[src/rtl/ctxc_pkg.sv]
// Package: shared types of the context-tagged lookup.
// Assumes a fixed associativity of two ways.
package ctxc_pkg;
    localparam int NUM_WAYS = 2;

    // Outcome of one tag comparison across the ways of a set.
    typedef enum logic [1:0] {
        LK_MISS  = 2'd0,
        LK_HIT   = 2'd1,
        LK_ALIAS = 2'd2
    } lookup_kind_e;
endpackage

[src/rtl/ctxc_ctx_gen.sv]
// Module: derives the one-bit context of the requesting thread.
// Contexts are identical (both 0) when bases and paging modes agree;
// otherwise thread 1 takes context 1. Purely combinational.
module ctxc_ctx_gen #(
    parameter int BASE_W  = 8,
    parameter int PMODE_W = 2
) (
    input  logic [BASE_W-1:0]  base_t0,
    input  logic [BASE_W-1:0]  base_t1,
    input  logic [PMODE_W-1:0] pmode_t0,
    input  logic [PMODE_W-1:0] pmode_t1,
    input  logic               thread,
    output logic               ctx_same,
    output logic               req_ctx
);
    // Compare the translation state of both threads.
    always_comb begin
        ctx_same = (base_t0 == base_t1) && (pmode_t0 == pmode_t1);
        req_ctx  = thread && !ctx_same;
    end
endmodule

[src/rtl/ctxc_match.sv]
// Module: compares one set's ways against a request and picks a way.
// Assumes two ways. Equal-context matches win over alias matches;
// lower way wins among equals. Aliases only count in shared policy.
module ctxc_match
    import ctxc_pkg::*;
#(
    parameter int TAG_W = 12
) (
    input  logic [NUM_WAYS-1:0]            way_valid,
    input  logic [NUM_WAYS-1:0][TAG_W-1:0] way_tag,
    input  logic [NUM_WAYS-1:0]            way_ctx,
    input  logic [TAG_W-1:0]               req_tag,
    input  logic                           req_ctx,
    input  logic                           adaptive,
    output lookup_kind_e                   kind,
    output logic                           hit_way
);
    logic [NUM_WAYS-1:0] tag_eq;
    logic [NUM_WAYS-1:0] ctx_eq;

    // Per-way comparators.
    for (genvar w = 0; w < NUM_WAYS; w++) begin : g_way
        assign tag_eq[w] = way_valid[w] && (way_tag[w] == req_tag);
        assign ctx_eq[w] = tag_eq[w] && (way_ctx[w] == req_ctx);
    end

    // Select hit kind and way with priority.
    always_comb begin
        kind    = LK_MISS;
        hit_way = 1'b0;
        if (ctx_eq[0]) begin
            kind = LK_HIT;
        end else if (ctx_eq[1]) begin
            kind    = LK_HIT;
            hit_way = 1'b1;
        end else if (!adaptive && tag_eq[0]) begin
            kind = LK_ALIAS;
        end else if (!adaptive && tag_eq[1]) begin
            kind    = LK_ALIAS;
            hit_way = 1'b1;
        end
    end
endmodule

[src/rtl/ctxc_tag_store.sv]
// Module: valid, tag, context and replacement state of all sets.
// One combinational read port and one write port; the replacement
// bit has its own write enable. Reset is synchronous, active-low,
// and clears valid and replacement bits only.
module ctxc_tag_store
    import ctxc_pkg::*;
#(
    parameter int SETS  = 4,
    parameter int TAG_W = 12,
    localparam int SET_W = (SETS > 1) ? $clog2(SETS) : 1
) (
    input  logic                           clk,
    input  logic                           rst_n,
    input  logic [SET_W-1:0]               rd_set,
    output logic [NUM_WAYS-1:0]            rd_valid,
    output logic [NUM_WAYS-1:0][TAG_W-1:0] rd_tag,
    output logic [NUM_WAYS-1:0]            rd_ctx,
    output logic                           rd_lru,
    input  logic                           wr_en,
    input  logic [SET_W-1:0]               wr_set,
    input  logic                           wr_way,
    input  logic [TAG_W-1:0]               wr_tag,
    input  logic                           wr_ctx,
    input  logic                           lru_en,
    input  logic                           lru_val
);
    logic [NUM_WAYS-1:0]            valid_q [SETS];
    logic [NUM_WAYS-1:0][TAG_W-1:0] tag_q   [SETS];
    logic [NUM_WAYS-1:0]            ctx_q   [SETS];
    logic                           lru_q   [SETS];

    // Read the addressed set.
    always_comb begin
        rd_valid = valid_q[rd_set];
        rd_tag   = tag_q[rd_set];
        rd_ctx   = ctx_q[rd_set];
        rd_lru   = lru_q[rd_set];
    end

    // Valid and replacement state with reset.
    always_ff @(posedge clk) begin
        if (!rst_n) begin
            for (int s = 0; s < SETS; s++) begin
                valid_q[s] <= '0;
                lru_q[s]   <= 1'b0;
            end
        end else begin
            if (wr_en) valid_q[wr_set][wr_way] <= 1'b1;
            if (lru_en) lru_q[wr_set] <= lru_val;
        end
    end

    // Tag and context payload, no reset needed.
    always_ff @(posedge clk) begin
        if (wr_en) begin
            tag_q[wr_set][wr_way] <= wr_tag;
            ctx_q[wr_set][wr_way] <= wr_ctx;
        end
    end
endmodule

[src/rtl/ctxc_lookup.sv]
// Module: top of the context-tagged lookup for two threads.
// One lookup per cycle; result registered one cycle later. State is
// updated on the same edge that registers the result. Assumes
// OFF_W >= 1 and a power-of-two set count.
module ctxc_lookup
    import ctxc_pkg::*;
#(
    parameter int ADDR_W  = 16,
    parameter int OFF_W   = 2,
    parameter int SETS    = 4,
    parameter int BASE_W  = 8,
    parameter int PMODE_W = 2,
    localparam int SET_W  = (SETS > 1) ? $clog2(SETS) : 1,
    localparam int TAG_W  = ADDR_W - OFF_W - SET_W
) (
    input  logic               clk,
    input  logic               rst_n,
    input  logic               cap_select,
    input  logic               mode_adaptive,
    input  logic [BASE_W-1:0]  base_t0,
    input  logic [BASE_W-1:0]  base_t1,
    input  logic [PMODE_W-1:0] pmode_t0,
    input  logic [PMODE_W-1:0] pmode_t1,
    input  logic               req_valid,
    input  logic               req_thread,
    input  logic [ADDR_W-1:0]  req_addr,
    output logic               rsp_valid,
    output logic               rsp_hit,
    output logic               rsp_alias,
    output logic               rsp_way,
    output logic               rsp_ctx,
    output logic               rsp_evict
);
    logic [SET_W-1:0]               set_idx;
    logic [TAG_W-1:0]               req_tag;
    logic                           unused_offset;
    logic                           adaptive;
    logic                           ctx_same;
    logic                           req_ctx;
    logic [NUM_WAYS-1:0]            rd_valid;
    logic [NUM_WAYS-1:0][TAG_W-1:0] rd_tag;
    logic [NUM_WAYS-1:0]            rd_ctx;
    logic                           rd_lru;
    lookup_kind_e                   kind;
    logic                           hit_way;
    logic                           victim;
    logic                           use_way;
    logic                           wr_en;

    // Split the address; offset bits do not take part.
    always_comb begin
        set_idx       = req_addr[OFF_W +: SET_W];
        req_tag       = req_addr[ADDR_W-1 -: TAG_W];
        unused_offset = ^req_addr[OFF_W-1:0];
        adaptive      = cap_select && mode_adaptive;
    end

    ctxc_ctx_gen #(.BASE_W(BASE_W), .PMODE_W(PMODE_W)) u_ctx (
        .base_t0 (base_t0),
        .base_t1 (base_t1),
        .pmode_t0(pmode_t0),
        .pmode_t1(pmode_t1),
        .thread  (req_thread),
        .ctx_same(ctx_same),
        .req_ctx (req_ctx)
    );

    ctxc_tag_store #(.SETS(SETS), .TAG_W(TAG_W)) u_store (
        .clk     (clk),
        .rst_n   (rst_n),
        .rd_set  (set_idx),
        .rd_valid(rd_valid),
        .rd_tag  (rd_tag),
        .rd_ctx  (rd_ctx),
        .rd_lru  (rd_lru),
        .wr_en   (wr_en),
        .wr_set  (set_idx),
        .wr_way  (use_way),
        .wr_tag  (req_tag),
        .wr_ctx  (req_ctx),
        .lru_en  (req_valid),
        .lru_val (!use_way)
    );

    ctxc_match #(.TAG_W(TAG_W)) u_match (
        .way_valid(rd_valid),
        .way_tag  (rd_tag),
        .way_ctx  (rd_ctx),
        .req_tag  (req_tag),
        .req_ctx  (req_ctx),
        .adaptive (adaptive),
        .kind     (kind),
        .hit_way  (hit_way)
    );

    // Choose the fill victim and the way written this cycle.
    always_comb begin
        if (!rd_valid[0])      victim = 1'b0;
        else if (!rd_valid[1]) victim = 1'b1;
        else                   victim = rd_lru;
        use_way = (kind == LK_MISS) ? victim : hit_way;
        wr_en   = req_valid && (kind != LK_HIT);
    end

    // Register the response.
    always_ff @(posedge clk) begin
        if (!rst_n) begin
            rsp_valid <= 1'b0;
            rsp_hit   <= 1'b0;
            rsp_alias <= 1'b0;
            rsp_way   <= 1'b0;
            rsp_ctx   <= 1'b0;
            rsp_evict <= 1'b0;
        end else begin
            rsp_valid <= req_valid;
            rsp_hit   <= req_valid && (kind != LK_MISS);
            rsp_alias <= req_valid && (kind == LK_ALIAS);
            rsp_way   <= req_valid && use_way;
            rsp_ctx   <= req_valid && req_ctx;
            rsp_evict <= req_valid && (kind == LK_MISS) && rd_valid[victim];
        end
    end

    logic unused_same;
    assign unused_same = ctx_same;
endmodule

[config.mk]
export PLATFORM = sky130hd
export DESIGN_NAME = ctxc_lookup
export DESIGN_NICKNAME = d
export VERILOG_FILES = /design/src/rtl/ctxc_pkg.sv /design/src/rtl/ctxc_ctx_gen.sv /design/src/rtl/ctxc_match.sv /design/src/rtl/ctxc_tag_store.sv /design/src/rtl/ctxc_lookup.sv
export SDC_FILE = /design/constraint.sdc
export NUM_CORES = 1
export LEC_CHECK = 0
export ABC_AREA = 1
export CAP_MARGIN = 20
export CORE_MARGIN = 3
export CORE_UTILIZATION = 58
export CTS_BUF_LIST = sky130_fd_sc_hd__clkbuf_8 sky130_fd_sc_hd__clkbuf_16
export CTS_CLUSTER_DIAMETER = 120
export CTS_CLUSTER_SIZE = 40
export DETAILED_ROUTE_END_ITERATION = 6
export GPL_ROUTABILITY_DRIVEN = 0
export PLACE_DENSITY = 0.9
export SLEW_MARGIN = 10
export SYNTH_ARGS = -nofsm -noshare
export SYNTH_HDL_FRONTEND = slang
export SYNTH_SLANG_ARGS = --single-unit
[constraint.sdc]
create_clock -name clk -period 3.55 [get_ports clk]
set_input_delay 0.71 -clock clk [delete_from_list [all_inputs] [get_ports clk]]
set_output_delay 0.71 -clock clk [all_outputs]
set_load 0.01 [all_outputs]
==> results of run 1 <==
-- final cells by class --
type	instances	area share
multi-input combinational	461	0.2583
clock inverter	15	0.02390
sequential	122	0.4674
tap	133	0.02177
clock buffer	17	0.05417
inverter	54	0.02651
timing repair buffer	121	0.1480
-- cell families after synthesis --
kind of cell / Yosys count / share of synthesized area
xor+xnor: 3 / 0.004476
simple gates: 432 / 0.3041
flops: 122 / 0.6086
buf+inv: 71 / 0.05519
compound gates: 26 / 0.02770
-- metrics by stage --
step / hold WS [ns] / setup TNS [ns] / std cells
detailed placement: 0.5235 / -27.30 / 891
floorplan: 0.4872 / 0 / 654
global placement: 0.5015 / -13.01 / 891
global route: 0.5744 / 0 / 923
CTS: 0.5381 / 0 / 923
finish: 0.5402 / 0 / 923
-- path summary, 6_finish.rpt --
| check | startpoint | to | slack [ns] | cells past startpoint |
|---|---|---|---|---|
| worst max-delay path | req_addr[3] | u_store.tag_q[2][9] | 0.11 | 18 |
| worst min-delay path | u_store.lru_q[2] | u_store.lru_q[2] | 0.54 | 2 |
| worst max register to register | u_store.tag_q[3][21] | u_store.tag_q[2][9] | 0.93 | 17 |
| worst min register to register | u_store.lru_q[2] | u_store.lru_q[2] | 0.54 | 2 |
-- where the power goes --
group	total, W	switching (W)	leakage, nW	internal (W)
logic	0.000426	0.000248	2.07	0.000178
registers	0.00162	0.0000112	1.11	0.00161
clock network	0.00174	0.000615	0.281	0.00112
-- placed cells by master (no fill, tap or decap), types with 4 or more instances in the layout --
| cell | n |
|---|---|
| inv_2 | 7 |
| nor3_2 | 4 |
| dfxtp_1 | 9 |
| clkdlybuf4s50_1 | 44 |
| nand3_2 | 5 |
| nand2_1 | 316 |
| inv_1 | 48 |
| o21ai_0 | 5 |
| buf_12 | 8 |
| nor2_1 | 52 |
| a21oi_1 | 11 |
| nand3_1 | 37 |
| clkinvlp_4 | 4 |
| edfxtp_1 | 113 |
| nor2_2 | 5 |
| bufinv_16 | 4 |
| clkinv_1 | 4 |
| clkbuf_16 | 16 |
| buf_4 | 66 |
-- what timing repair did --
item | 4_1_cts | 5_1_grt
resized for setup | 0 | 3
endpoints found under the setup margin | 0 | 54
endpoints found under the hold margin | 0 | 0
-- worst register-to-register path: cells and delay by family, from the launching register on --
family	cells	cell delay (ns)
buffers and inverters	2	0.40
and+or+nand+nor	15	1.53
DFF	1	0.39
-- layer usage --
metal | track usage | routed length (um) | part of all wire | vias to the layer above
met3 | 0.06743 | 1485 | 0.095 | 77
met5 | 0 | 0 | 0 | -
li1 | - | - | - | 2372
met1 | 0.3535 | 5573 | 0.36 | 2341
met4 | 0.1498 | 648 | 0.042 | 0
met2 | 0.4982 | 7899 | 0.51 | 344
-- registers in the layout (all words and copies together), names as in the netlist --
register and count:
rsp_alias 1, rsp_ctx 1, u_store.lru_q 4, rsp_evict 1, u_store.ctx_q 8, rsp_way 1
rsp_hit 1, u_store.tag_q 96, u_store.valid_q 8, rsp_valid 1
==> results.py, run 1 <==
metrics = {
    "sta": {
        "hold_violations": 0,
        "fin_ws_ns": 0.1098,
        "grt_setup_unrepaired": "no",
        "max-slew-margin-rel": 0.6245,
        "period_needed_ns": 3.440,
        "final.setup_skew_ns": 0.005934,
        "timing.final.setup_violations": 0,
        "fin_crit_sh": 0.9691,
        "report.final.slew_viol_count": 0,
        "achievable-frequency_mhz": 290.7,
        "worst-slew-pin-transition_ns": 0.5614,
    },
    "drt": {
        "number_of_detailed_route_iterations_in_the_first_pass": 5,
        "drt_first_iter_violations": 597,
        "final_antenna_net_count": 0,
        "drc": 0,
        "wire_per_inst_um": 16.91,
        "wirelength_um": 15610,
        "route.detailed.vias_per_inst": 5.562,
        "detailroute.via_count": 5134,
    },
    "worst_hold_path": {
        "min_path_type": "flop to flop",
    },
    "finish": {
        "fin_util": 0.7785,
        "seq_area_sq_um": 3573,
        "drive_above_1_share": 0.1709,
        "areaGrowthSynthToFinish_pct": 30.19,
        "antenna-diode-count": 0,
        "nFillCells": 591,
        "finish.instance_area_sq_um": 7645,
        "final_nets": 819,
        "multiInputGateArea_sq_um": 1974,
    },
    "floorplan": {
        "fp.dieW_um": 106.6,
        "dieArea_sq_um": 11370,
        "start_util": 0.5980,
        "floorplan.core_area_sq_um": 9819,
        "dieHeight_um": 106.6,
        "core.rowCount": 36,
        "design.portCount": 48,
    },
    "synthesis": {
        "syn-instance-count": 654,
        "synth_ff_type": "edfxtp_1",
        "asyncSetResetFlopFracSynth": 0,
        "synth-edff-count": 113,
        "synth_sequential_area_ratio": 0.6086,
        "syn_area_sq_um": 5872,
        "synth.top_cells.by_area": "edfxtp_1 (58%), nand2_1 (20%), nor2_1 (3.3%)",
        "synth.largest_area_cell": "edfxtp_1",
        "postSynthRegisterBits": 122,
        "synth.most_common_cell": "nand2_1",
        "synth_top_cells_by_count": "nand2_1 (316), edfxtp_1 (113), nor2_1 (52), inv_1 (47), nand3_1 (37)",
        "postSynthAreaPerCell_sq_um": 8.978,
        "synth_top_cell_area_share": 0.5779,
        "number_of_warnings_reported_in_the_yosys_synthesis_log": 0,
        "synthDistinctLibCells": 29,
        "synthesis.nets": 696,
    },
    "cts": {
        "clock_tree_from_tritoncts": "built",
        "clkSlewWorstSetupHoldPaths_ns": 0.06,
        "htree_levels": 4,
        "cts_buffer_depth": 2,
        "worstSkewPairLatency_ns": 0.53,
        "cts-root-buf": "clkbuf_8",
        "clock_sink_count": 122,
        "cts_buffers": 17,
        "post-cts-setup-buffer-count": 0,
        "cts-hold-fix-buffers": 0,
    },
    "power": {
        "total_power_w": 0.003790,
        "peakVddDrop_uv": 265.8,
        "leakagePower_nw": 3.467,
        "power_per_cell_area_nw_per_um2": 495.8,
    },
    "critical_path": {
        "critPathSlowestCell": "clkdlybuf4s50_1",
        "crit_path_max_incr_delay_ns": 0.73,
        "timing.critical_path.required_ns": 3.78,
        "crit_buf_inv": 5,
        "critical_path.startpoint_type": "input port",
        "critPathArrivalTime_ns": 3.67,
        "timing.critical_path.cells": "clkdlybuf4s50_1, inv_2, buf_4, nand2_1, nand2_1, nand2_1, nand2_1, nor2_1, nand2_1, nor2_1, nand2_1, nor2_4, nor2_1, nor2_2, nand2_1, buf_12, nor3_2, buf_4",
        "cp_top_family": "buffers and inverters",
        "critical_path_class": "input port to flop",
        "critical_path_peak_fanout": 14,
        "setup.worst_path.end_class": "flop",
        "cp_common_cell": "nand2_1",
    },
    "global_routing": {
        "antenna_found_initial": 0,
        "maximum_number_of_pins_on_one_net_before_global_route_repair": 32,
        "first_global_vias": 5235,
        "track_usage": 0.2943,
        "overall_overflow_remaining_after_global_route": 0,
        "grt_pass1_wl_um": 25270,
    },
    "job": {
        "max_cap_viol_count": 0,
    },
    "placed_design": {
        "portBuffers": 45,
        "pre_cts_ws_ns": -0.3091,
        "placed_wire_length_estimate_after_detailed_placement_um": 10240,
        "place_area_sq_um": 7038,
    },
    "status": {
        "status": "completed",
    },
}
Power figures use the tool's default switching activity.
==> run 2: changes to the inputs <==
--- a/config.mk
+++ b/config.mk
@@ -15,6 +15,7 @@
 export DETAILED_ROUTE_END_ITERATION = 6
 export GPL_ROUTABILITY_DRIVEN = 0
 export PLACE_DENSITY = 0.9
+export RECOVER_POWER = 100
 export SLEW_MARGIN = 10
 export SYNTH_ARGS = -nofsm -noshare
 export SYNTH_HDL_FRONTEND = slang
==> run 2 against run 1 <==
  * Via count shrank 0.70%
  * Register-to-register slack is essentially flat
  * Die area is the same
  * Non-clock buffer count is the same
  * Flip-flop and latch count is the same
  * Power shrank 0.41%
  * Cell count is the same
  * Setup slack lost 0.0090 ns
  * Clock-buffer cell count is the same
  * Design area shrank 1.2%
  * Sequential share of layout area grew 0.57 points
==> results.py, run 2 (same netlist as run 1, synthesis figures left out) <==
metrics = {
    "status": {
        "status": "completed",
    },
    "floorplan": {
        "floorplan.core_area_sq_um": 9819,
        "core.rowCount": 36,
        "start_util": 0.5980,
        "fp.dieW_um": 106.6,
        "dieArea_sq_um": 11370,
        "design.portCount": 48,
        "dieHeight_um": 106.6,
    },
    "critical_path": {
        "timing.critical_path.required_ns": 3.78,
        "setup.worst_path.end_class": "flop",
        "critical_path_class": "input port to flop",
        "critical_path_peak_fanout": 14,
        "crit_path_max_incr_delay_ns": 0.73,
        "reg2reg_from": "u_store.tag_q[3][21]",
        "cp_common_cell": "nand2_1",
        "critical_path.startpoint_type": "input port",
        "timing.critical_path.cells": "clkdlybuf4s50_1, inv_2, buf_4, nand2_1, nand2_1, nand2_1, nand2_1, nor2_1, nand2_1, nor2_1, nand2_1, nor2_4, nor2_1, nor2_2, nand2_1, buf_12, nor3_2, clkbuf_4",
        "terminus_of_the_critical_flop_to_flop_path": "u_store.tag_q[2][2]",
        "critPathSlowestCell": "clkdlybuf4s50_1",
        "critPathArrivalTime_ns": 3.68,
        "ff2ff_setup_slack_ns": 0.92,
        "crit_buf_inv": 5,
        "timing.reg2reg.worst_path_depth": 17,
        "cp_top_family": "buffers and inverters",
    },
    "sta": {
        "final.setup_skew_ns": 0.005779,
        "timing.final.setup_violations": 0,
        "achievable-frequency_mhz": 289.9,
        "report.final.slew_viol_count": 0,
        "worst-slew-pin-transition_ns": 0.4884,
        "hold_violations": 0,
        "grt_setup_unrepaired": "no",
        "max-slew-margin-rel": 0.6734,
        "fin_crit_sh": 0.9716,
        "period_needed_ns": 3.449,
        "finalHoldWorstSlack_ns": 0.5364,
        "fin_ws_ns": 0.1008,
        "fin_setup_tns_ns": 0,
    },
    "cts": {
        "worstSkewPairLatency_ns": 0.53,
        "clock_tree_from_tritoncts": "built",
        "clock_sink_count": 122,
        "cts_buffer_depth": 2,
        "clkSlewWorstSetupHoldPaths_ns": 0.06,
        "post-cts-setup-buffer-count": 0,
        "cts_buffers": 17,
        "cts-root-buf": "clkbuf_8",
        "htree_levels": 4,
    },
    "global_routing": {
        "antenna_found_initial": 0,
        "maximum_number_of_pins_on_one_net_before_global_route_repair": 32,
        "grt_pass1_wl_um": 25270,
        "first_global_vias": 5235,
        "overall_overflow_remaining_after_global_route": 0,
        "track_usage": 0.2943,
    },
    "drt": {
        "wire_per_inst_um": 16.96,
        "drt_first_iter_violations": 597,
        "route.detailed.vias_per_inst": 5.523,
        "wirelength_um": 15650,
        "detailroute.via_count": 5098,
        "number_of_detailed_route_iterations_in_the_first_pass": 6,
        "final_antenna_net_count": 0,
        "drc": 0,
    },
    "placed_design": {
        "place_area_sq_um": 7038,
        "placed_wire_length_estimate_after_detailed_placement_um": 10240,
        "pre_cts_ws_ns": -0.3091,
        "portBuffers": 45,
    },
    "worst_hold_path": {
        "timing.hold.worst_path_depth": 2,
        "min_path_type": "flop to flop",
        "min_to": "u_store.lru_q[1]",
        "hold_path.startpoint": "u_store.lru_q[1]",
    },
    "finish": {
        "most_common_cell_after_layout_fill_and_taps_aside": "nand2_1",
        "final_nets": 819,
        "areaGrowthSynthToFinish_pct": 28.64,
        "number_of_flip_flops_under_the_largest_register_name": 96,
        "largest-register": "u_store.tag_q",
        "drive_above_1_share": 0.1570,
        "finish.instance_area_sq_um": 7553,
        "antenna-diode-count": 0,
        "layout_common_cells": "nand2_1 (316), edfxtp_1 (113), buf_4 (60)",
        "fin_util": 0.7692,
        "reg_top3": "u_store.tag_q: 96 flops, u_store.ctx_q: 8 flops, u_store.valid_q: 8 flops",
    },
    "power": {
        "leakagePower_nw": 3.456,
        "comb_power_share": 0.109,
        "p_sw_w": 0.0008698,
        "power_per_cell_area_nw_per_um2": 499.8,
        "pwr-share-seq": 0.430,
        "peakVddDrop_uv": 264.3,
        "power_report.internal_total_w": 0.002905,
        "switching_share": 0.2304,
        "clkPwrFrac": 0.461,
    },
    "job": {
        "max_cap_viol_count": 0,
    },
}
[run 2: how the worst max path moves through the flow]
| stage | from | to | slack (ns) | cells past startpoint |
|---|---|---|---|---|
| 5_1_grt | req_addr[3] | u_store.ctx_q[2][0] | 0.02 | 18 |
| 3_5_place_dp | req_addr[2] | u_store.tag_q[2][8] | -0.31 | 16 |
| 2_1_floorplan | req_addr[3] | u_store.ctx_q[0][0] | 0.40 | 15 |
| 6_report | req_addr[3] | u_store.tag_q[2][2] | 0.10 | 18 |
| 3_3_place_gp | req_addr[2] | u_store.tag_q[2][4] | -0.17 | 19 |
| 4_1_cts | req_addr[2] | u_store.tag_q[2][9] | 0.18 | 19 |
[run 2: timing repair]
action,CTS,global route
setup endpoints to repair,0,54
hold buffers,0,0
gates resized for setup,0,3
[run 2: power by group through the flow]
stage / sequential [W] / combinational [W] / clock [W]
final: 0.00162 / 0.000411 / 0.00174
after global routing: 0.00163 / 0.000449 / 0.00183
after CTS: 0.00162 / 0.000417 / 0.00176
after detailed placement: 0.00165 / 0.000411 / 0
after global placement: 0.00165 / 0.000390 / 0
after floorplan: 0.00165 / 0.000208 / 0
[run 2: final cells by class]
type | instances | area (sq um)
inverter | 54 | 202.7
clock buffer | 17 | 414.1
timing repair buffer | 121 | 1070
tap | 133 | 166.4
clock inverter | 15 | 182.7
multi-input combinational | 461 | 1944
sequential | 122 | 3573
fill | 615 | 2266
[run 2: routing by layer]
layer  wire length, um  part of all wire  vias up  global-route usage
li1                  -                 -     2369                   -
met4               583             0.037        0              0.1498
met2              7985              0.51      312              0.4982
met5                 0                 0        -                   0
met1              5613              0.36     2357              0.3535
met3              1467             0.094       60             0.06743
[run 2: per-stage QoR]
step           std cells  total power [W]
6_report             923         0.003775
5_1_grt              923         0.003901
4_1_cts              923         0.003797
3_5_place_dp         891         0.002063
3_3_place_gp         891         0.002040
2_1_floorplan        654         0.001858
[run 2: worst reg2reg max path, stage by stage (launching register included)]
cell and delay [ns]:
edfxtp_1 0.39, nand2_1 0.09, nand2_1 0.06, nand2_1 0.09
nand2_1 0.08, nand2_1 0.10, nand2_1 0.08, nor2_1 0.09
nand2_1 0.06, nor2_1 0.18, nand2_1 0.12, nor2_2 0.14
nor2_4 0.06, nand3_2 0.06, nand2_1 0.08, buf_12 0.15
nor3_2 0.23, clkbuf_4 0.28
